**config.mk**
```make
export PLATFORM = sky130hd
export DESIGN_NAME = cmd_mailbox
export DESIGN_NICKNAME = d
export VERILOG_FILES = /design/src/rtl/cmd_mailbox_pkg.sv /design/src/rtl/mbx_byte_fifo.sv /design/src/rtl/mbx_cmd_buffer.sv /design/src/rtl/mbx_ctrl.sv /design/src/rtl/cmd_mailbox.sv
export SDC_FILE = /design/constraint.sdc
export NUM_CORES = 2
export LEC_CHECK = 0
export CAP_MARGIN = 15
export CELL_PAD_IN_SITES_DETAIL_PLACEMENT = 1
export CELL_PAD_IN_SITES_GLOBAL_PLACEMENT = 1
export CORE_MARGIN = 1.5
export CORE_UTILIZATION = 23
export DETAILED_ROUTE_END_ITERATION = 8
export DONT_BUFFER_PORTS = 1
export PLACE_DENSITY_LB_ADDON = 0.1
export REMOVE_ABC_BUFFERS = 1
export SYNTH_ARGS = -nofsm -noshare
export SYNTH_HDL_FRONTEND = slang
export SYNTH_SLANG_ARGS = --single-unit
```
**constraint.sdc**
```tcl
create_clock -name clk -period 8.25 [get_ports clk]
set_input_delay 0.4125 -clock clk [delete_from_list [all_inputs] [get_ports clk]]
set_output_delay 0.4125 -clock clk [all_outputs]
set_load 0.01 [all_outputs]
```
**src/rtl/cmd_mailbox_pkg.sv**
```systemverilog
package cmd_mailbox_pkg;
  typedef enum logic [1:0] {
    ST_IDLE = 2'b00,
    ST_BUSY = 2'b01,
    ST_LAST = 2'b10,
    ST_MORE = 2'b11
  } mbx_state_e;

  localparam logic [2:0] ADR_ID   = 3'd0;
  localparam logic [2:0] ADR_CTRL = 3'd1;
  localparam logic [2:0] ADR_CMD  = 3'd2;
  localparam logic [2:0] ADR_RSP  = 3'd3;
  localparam logic [2:0] ADR_STS  = 3'd4;

  localparam int B_PUSH  = 0;
  localparam int B_ACC   = 1;
  localparam int B_ABORT = 2;
  localparam int B_CLR   = 3;
  localparam int B_IEN   = 5;
  localparam int B_TRIG  = 6;
  localparam int B_DMA   = 7;
endpackage

```
**src/rtl/mbx_byte_fifo.sv**
```systemverilog
module mbx_byte_fifo #(
  parameter int DEPTH = 16,
  parameter int W     = 8,
  localparam int AW   = (DEPTH > 1) ? $clog2(DEPTH) : 1,
  localparam int CW   = $clog2(DEPTH + 1)
) (
  input  logic          clk,
  input  logic          rst_n,
  input  logic          in_valid,
  input  logic [W-1:0]  in_data,
  output logic          in_ready,
  input  logic          pop,
  input  logic          flush,
  output logic [W-1:0]  head,
  output logic [CW-1:0] count
);
  logic [W-1:0]  mem [DEPTH];
  logic [AW-1:0] wptr, rptr;
  logic          do_push, do_pop, empty;

  function automatic logic [AW-1:0] bump(input logic [AW-1:0] p);
    return (p == AW'(DEPTH - 1)) ? '0 : p + 1'b1;
  endfunction

  assign empty    = (count == '0);
  assign in_ready = (count != CW'(DEPTH)) && !flush;
  assign do_push  = in_valid && in_ready;
  assign do_pop   = pop && !empty && !flush;
  assign head     = empty ? '0 : mem[rptr];

  always_ff @(posedge clk or negedge rst_n) begin
    if (!rst_n) begin
      wptr  <= '0;
      rptr  <= '0;
      count <= '0;
    end else if (flush) begin
      wptr  <= '0;
      rptr  <= '0;
      count <= '0;
    end else begin
      if (do_push) wptr <= bump(wptr);
      if (do_pop)  rptr <= bump(rptr);
      case ({do_push, do_pop})
        2'b10:   count <= count + 1'b1;
        2'b01:   count <= count - 1'b1;
        default: count <= count;
      endcase
    end
  end

  always_ff @(posedge clk) begin
    if (do_push) mem[wptr] <= in_data;
  end
endmodule

```
**src/rtl/mbx_cmd_buffer.sv**
```systemverilog
module mbx_cmd_buffer #(
  parameter int DEPTH = 256,
  localparam int AW   = $clog2(DEPTH),
  localparam int CW   = AW + 1
) (
  input  logic          clk,
  input  logic          rst_n,
  input  logic          wr_en,
  input  logic [7:0]    wr_data,
  input  logic          clear,
  input  logic [AW-1:0] rd_addr,
  output logic [7:0]    rd_data,
  output logic [CW-1:0] count
);
  logic [7:0] mem [DEPTH];
  logic       full, do_wr;

  assign full    = (count == CW'(DEPTH));
  assign do_wr   = wr_en && !full && !clear;
  assign rd_data = mem[rd_addr];

  always_ff @(posedge clk or negedge rst_n) begin
    if (!rst_n)     count <= '0;
    else if (clear) count <= '0;
    else if (do_wr) count <= count + 1'b1;
  end

  always_ff @(posedge clk) begin
    if (do_wr) mem[count[AW-1:0]] <= wr_data;
  end
endmodule

```
**src/rtl/mbx_ctrl.sv**
```systemverilog
module mbx_ctrl
  import cmd_mailbox_pkg::*;
(
  input  logic       clk,
  input  logic       rst_n,
  input  logic       ctrl_wr,
  input  logic [7:0] ctrl_wdata,
  input  logic       q_read,
  input  logic       state_we,
  input  logic [1:0] state_val,
  input  logic       abort_ack,
  output mbx_state_e state_q,
  output logic       err_q,
  output logic       abort_q,
  output logic       dacc_q,
  output logic       ien_q,
  output logic       irq_q,
  output logic       dma_now_q,
  output logic       dma_trig_q,
  output logic       flush,
  output logic       going_idle
);
  mbx_state_e state_d;
  logic push, push_ok, acc, ien_d, irq_d, enter_data;
  logic unused_bit4;

  assign unused_bit4 = ctrl_wdata[4];

  always_comb begin
    push    = ctrl_wr && ctrl_wdata[B_PUSH];
    push_ok = push && (state_q == ST_IDLE);
    acc     = ctrl_wr && ctrl_wdata[B_ACC];
    flush   = acc && state_q[1];

    state_d = state_q;
    if (push_ok)               state_d = ST_BUSY;
    if (state_we)              state_d = mbx_state_e'(state_val);
    if (abort_ack && abort_q)  state_d = ST_IDLE;
    going_idle = (state_q != ST_IDLE) && (state_d == ST_IDLE);
    enter_data = state_d[1] && !state_q[1];

    ien_d = ien_q;
    if (ctrl_wr)       ien_d = ctrl_wdata[B_IEN];
    if (acc || q_read) ien_d = 1'b0;
    irq_d = ien_d && (irq_q || enter_data);
  end

  always_ff @(posedge clk or negedge rst_n) begin
    if (!rst_n) begin
      state_q    <= ST_IDLE;
      err_q      <= 1'b0;
      abort_q    <= 1'b0;
      dacc_q     <= 1'b0;
      ien_q      <= 1'b0;
      irq_q      <= 1'b0;
      dma_now_q  <= 1'b0;
      dma_trig_q <= 1'b0;
    end else begin
      state_q <= state_d;
      ien_q   <= ien_d;
      irq_q   <= irq_d;

      if (ctrl_wr && ctrl_wdata[B_CLR]) err_q <= 1'b0;
      if (push && !push_ok)             err_q <= 1'b1;

      if (abort_ack)                      abort_q <= 1'b0;
      if (ctrl_wr && ctrl_wdata[B_ABORT]) abort_q <= 1'b1;

      if (flush)      dacc_q <= 1'b1;
      if (going_idle) dacc_q <= 1'b0;

      if (push_ok) begin
        dma_now_q  <= ctrl_wdata[B_DMA];
        dma_trig_q <= ctrl_wdata[B_TRIG];
      end
      if (going_idle) begin
        dma_now_q  <= 1'b0;
        dma_trig_q <= 1'b0;
      end
    end
  end
endmodule

```
**src/rtl/cmd_mailbox.sv**
```systemverilog
module cmd_mailbox
  import cmd_mailbox_pkg::*;
#(
  parameter int           CMD_DEPTH = 256,
  parameter int           RSP_DEPTH = 16,
  parameter int           STS_DEPTH = 16,
  parameter logic [7:0]   ID_BYTE   = 8'hC9,
  localparam int          CMD_AW    = $clog2(CMD_DEPTH),
  localparam int          RSP_CW    = $clog2(RSP_DEPTH + 1),
  localparam int          STS_CW    = $clog2(STS_DEPTH + 1)
) (
  input  logic              clk,
  input  logic              rst_n,
  input  logic [2:0]        host_addr,
  input  logic              host_wr,
  input  logic              host_rd,
  input  logic [7:0]        host_wdata,
  output logic [7:0]        host_rdata,
  output logic              irq_n,
  input  logic [CMD_AW-1:0] cmd_raddr,
  output logic [7:0]        cmd_rdata,
  output logic [CMD_AW:0]   cmd_count,
  output logic              cmd_pending,
  output logic              abort_pending,
  input  logic              rsp_valid,
  input  logic [7:0]        rsp_data,
  output logic              rsp_ready,
  input  logic              sts_valid,
  input  logic [7:0]        sts_data,
  output logic              sts_ready,
  input  logic              state_we,
  input  logic [1:0]        state_val,
  input  logic              abort_ack,
  output logic              dma_now,
  output logic              dma_trig
);
  mbx_state_e        state_q;
  logic              err_q, abort_q, dacc_q, ien_q, irq_q;
  logic              flush, going_idle;
  logic              ctrl_wr, cmd_wr, rsp_pop, sts_pop;
  logic [7:0]        rsp_head, sts_head, status_byte;
  logic [RSP_CW-1:0] rsp_cnt;
  logic [STS_CW-1:0] sts_cnt;

  assign ctrl_wr = host_wr && (host_addr == ADR_CTRL);
  assign cmd_wr  = host_wr && (host_addr == ADR_CMD) && (state_q == ST_IDLE);
  assign rsp_pop = host_rd && (host_addr == ADR_RSP);
  assign sts_pop = host_rd && (host_addr == ADR_STS);

  mbx_ctrl u_ctrl (
    .clk        (clk),
    .rst_n      (rst_n),
    .ctrl_wr    (ctrl_wr),
    .ctrl_wdata (host_wdata),
    .q_read     (rsp_pop || sts_pop),
    .state_we   (state_we),
    .state_val  (state_val),
    .abort_ack  (abort_ack),
    .state_q    (state_q),
    .err_q      (err_q),
    .abort_q    (abort_q),
    .dacc_q     (dacc_q),
    .ien_q      (ien_q),
    .irq_q      (irq_q),
    .dma_now_q  (dma_now),
    .dma_trig_q (dma_trig),
    .flush      (flush),
    .going_idle (going_idle)
  );

  mbx_cmd_buffer #(.DEPTH(CMD_DEPTH)) u_cmdbuf (
    .clk     (clk),
    .rst_n   (rst_n),
    .wr_en   (cmd_wr),
    .wr_data (host_wdata),
    .clear   (going_idle),
    .rd_addr (cmd_raddr),
    .rd_data (cmd_rdata),
    .count   (cmd_count)
  );

  mbx_byte_fifo #(.DEPTH(RSP_DEPTH), .W(8)) u_rspq (
    .clk      (clk),
    .rst_n    (rst_n),
    .in_valid (rsp_valid),
    .in_data  (rsp_data),
    .in_ready (rsp_ready),
    .pop      (rsp_pop),
    .flush    (flush),
    .head     (rsp_head),
    .count    (rsp_cnt)
  );

  mbx_byte_fifo #(.DEPTH(STS_DEPTH), .W(8)) u_stsq (
    .clk      (clk),
    .rst_n    (rst_n),
    .in_valid (sts_valid),
    .in_data  (sts_data),
    .in_ready (sts_ready),
    .pop      (sts_pop),
    .flush    (flush),
    .head     (sts_head),
    .count    (sts_cnt)
  );

  assign status_byte = {(rsp_cnt != '0), (sts_cnt != '0), state_q,
                        err_q, abort_q, dacc_q, (state_q == ST_BUSY)};

  always_comb begin
    case (host_addr)
      ADR_ID:   host_rdata = irq_q ? (ID_BYTE & 8'h7F) : ID_BYTE;
      ADR_CTRL: host_rdata = status_byte;
      ADR_RSP:  host_rdata = rsp_head;
      ADR_STS:  host_rdata = sts_head;
      default:  host_rdata = 8'h00;
    endcase
  end

  assign irq_n         = !irq_q;
  assign cmd_pending   = (state_q == ST_BUSY);
  assign abort_pending = abort_q;
endmodule

```
==> impl_metrics.env <==
export IMPL_postRouteAntennaNets=0
export IMPL_crit_top_cell="buf_16"
export IMPL_grt_busiest_layer="met2"
export IMPL_rsz0062_at_grt="no"
export IMPL_die_width_um=638
export IMPL_cts_buffers=290
export IMPL_setup_violations=0
export IMPL_avgSynthCellArea_um2=20.2
export IMPL_multi_input_area_mm2=0.0207
export IMPL_outcome="completed"
export IMPL_leakagePower_nw=33.3
export IMPL_use_met2=0.254
export IMPL_synth_compound_area_frac=0.0380
export IMPL_grt_pass1_wl_mm=432
export IMPL_syn_inst=4595
export IMPL_clkLatencyLatePin_ns=0.92
export IMPL_cp_num_buf_inv=2
export IMPL_grt_overflow=0
export IMPL_critPathLaunchType="primary input"
export IMPL_hold_viol=0
export IMPL_nets=4849
export IMPL_yosysSeqAreaShare=0.758
export IMPL_antenna_found_initial=31
export IMPL_routed_wl_mm=313
export IMPL_hold_path_class="primary input to register"
export IMPL_final_common_cell="edfxtp_1"
export IMPL_fillers=40800
export IMPL_grt_pass1_vias=49600
export IMPL_syn_cell_area_mm2=0.0927
export IMPL_cts_tree="yes"
export IMPL_synth_edf_count=2304
export IMPL_max_freq_mhz=177
export IMPL_vias=46100
export IMPL_maxCapViolCount=0
export IMPL_slowest_delay_ns=1.01
export IMPL_drc_errors=0
export IMPL_synth_top_family_by_area="multiplexers"
export IMPL_yosys_warnings=0
export IMPL_start_util=0.232
export IMPL_synthAdderAreaFrac=0.00243
export IMPL_fin_util=0.272
export IMPL_cts_root_buf="clkbuf_16"
export IMPL_synth_cell_types=92
export IMPL_final_seq_area_mm2=0.0703
export IMPL_gr_usage_all_layers=0.151
export IMPL_h_tree_depth=5
export IMPL_cts_sinks=2348
export IMPL_synth_seq_cells=2348
export IMPL_worstPathRequired_ns=7.84
export IMPL_post_cts_repair_setup_buffers=0
export IMPL_fp_row_count=232
export IMPL_firstDrtPassIters=7
export IMPL_synth_xor_area_frac=0.000850
export IMPL_cts_max_path_buffers=4
export IMPL_period_minus_slack_ns=5.64
export IMPL_clock_skew_final_ns=0.0517
export IMPL_critical_path_class="primary input to output pin"
export IMPL_hpwl_mm=182
export IMPL_path_max_fanout=130
export IMPL_die_h_um=638
export IMPL_crit_slowest_cell="nor4_2"
export IMPL_fin_crit_sh=0.683
export IMPL_cp_cell_sequence="buf_16 -> buf_16 -> nor4b_2 -> a221oi_1 -> o221ai_1 -> a211oi_1 -> nor4_1 -> nor4_2"
export IMPL_slew_viol_final=0
export IMPL_vdd_drop_max_uv=174
export IMPL_io_buffers=0
export IMPL_fin_tns_setup_ns=0
export IMPL_syn_to_final_growth_pct=17.4
export IMPL_num_io_pins=77
export IMPL_met3_usage=0.0193
export IMPL_arrival_ns=5.22
export IMPL_slew_headroom=0.0277
export IMPL_layout_common_cells="edfxtp_1 (2,304), mux4_2 (475), nor2_1 (338), clkbuf_16 (293), mux2i_1 (175)"
export IMPL_grt_max_degree=431
export IMPL_die_area_mm2=0.407
export IMPL_drt_vias_per_instance=4.48
export IMPL_drive_above_1_share=0.215
export IMPL_gp_congestion=0.729
export IMPL_hp_start="host_wdata[6]"
export IMPL_drt_wirelength_per_cell_um=30.4
export IMPL_synth_simple_area_share=0.0380
export IMPL_end_kind="output pin"
export IMPL_cellPowerDensity_mw_per_mm2=259
export IMPL_met1_usage=0.210
export IMPL_muxShareOfSynthArea=0.142
export IMPL_synth_ff_type="edfxtp_1"
export IMPL_drt_iter0_drc=3390
export IMPL_r2r_start="u_ctrl.state_q[1]"
export IMPL_worst_pin_slew_ns=1.46
export IMPL_path_clk_slew_ns=0.05
export IMPL_cp_top_family="simple AND/OR/NAND/NOR gates"
export IMPL_synthArstFlopShare=0.0187
export IMPL_core_area_mm2=0.400
export IMPL_crit_start="cmd_raddr[0]"
layout make-up:
class,count,share of cell area
Clock inverter,150,0.0139
Inverter,28,0.000966
Sequential cell,2348,0.646
Clock buffer,366,0.0701
Timing Repair Buffer,167,0.0179
Tap cell,5265,0.0605
Antenna cell,27,0.000621
Multi-Input combinational cell,1951,0.190
state kept, by name, summed over array words and instances, names as in the netlist, 2 cells and up:
name            flops
u_stsq.wptr         4
u_ctrl.state_q      2
u_cmdbuf.mem     2048
u_rspq.count        5
u_stsq.mem        128
u_rspq.rptr         4
u_stsq.count        5
u_stsq.rptr         4
u_rspq.mem        128
u_cmdbuf.count      9
u_rspq.wptr         4
cell usage after synthesis, drive strengths merged (27+ instances only):
cell type | count | area share
nor2b | 30 | 0.0020
inv | 27 | 0.0011
nor2 | 342 | 0.014
nand3 | 49 | 0.0026
nor4 | 30 | 0.0022
o21ai | 72 | 0.0039
nand2 | 166 | 0.0067
a211oi | 33 | 0.0029
clkbuf | 86 | 0.0036
mux4 | 496 | 0.12
a22oi | 72 | 0.0058
dfrtp | 44 | 0.012
a221oi | 62 | 0.0060
nor3 | 32 | 0.0018
edfxtp | 2304 | 0.75
buf | 182 | 0.016
o22ai | 43 | 0.0029
mux2i | 175 | 0.019
a21oi | 48 | 0.0026
where the power goes:
part | total [W] | internal, W | switching (W)
clock | 0.0126 | 0.00735 | 0.00523
sequential | 0.0134 | 0.0133 | 0.000167
combinational | 0.00213 | 0.000796 | 0.00134
total | 0.0282 | 0.0214 | 0.00673
through the flow:
step	cell area, µm²	hold WS [ns]	instances	total power, W	setup WS, ns
after floorplan	90900	0.117	4327	0.0147	4.70
after global placement	98500	0.127	9692	0.0155	3.04
after detailed placement	98600	0.128	9695	0.0156	3.33
after CTS	108000	0.0207	10300	0.0286	3.32
after global routing	109000	0.0199	10300	0.0291	2.15
final	109000	0.0388	10300	0.0282	2.61
timing repair:
item	CTS	global route
endpoints found under the hold margin	2333	67
gates resized for setup	0	0
hold buffers	48	4
worst paths after layout:
kind | to | slack (ns) | cells past startpoint
setup / recovery | cmd_rdata[3] | 2.61 | 8
hold / removal | u_cmdbuf.mem[17][6] | 0.04 | 1
setup reg to reg | u_cmdbuf.mem[224][5] | 3.62 | 5
hold reg to reg | u_ctrl.err_q | 0.49 | 2
max in group asynchronous | u_cmdbuf.count[4] | 7.87 | 2
min in group asynchronous | u_rspq.count[4] | 0.10 | 2
routing by layer:
metal	vias up	wire length, µm
met5	-	19
met4	4	5770
met3	345	11300
met2	851	152000
met1	25400	144000
li1	19600	-
cell families after synthesis:
| kind of cell | count (synthesis) |
|---|---|
| fa+ha+maj | 18 |
| compound gates | 480 |
| simple gates | 761 |
| buf+inv | 296 |
| mux | 683 |
| flops | 2348 |
| xor+xnor | 9 |
Power figures use the tool's default switching activity.
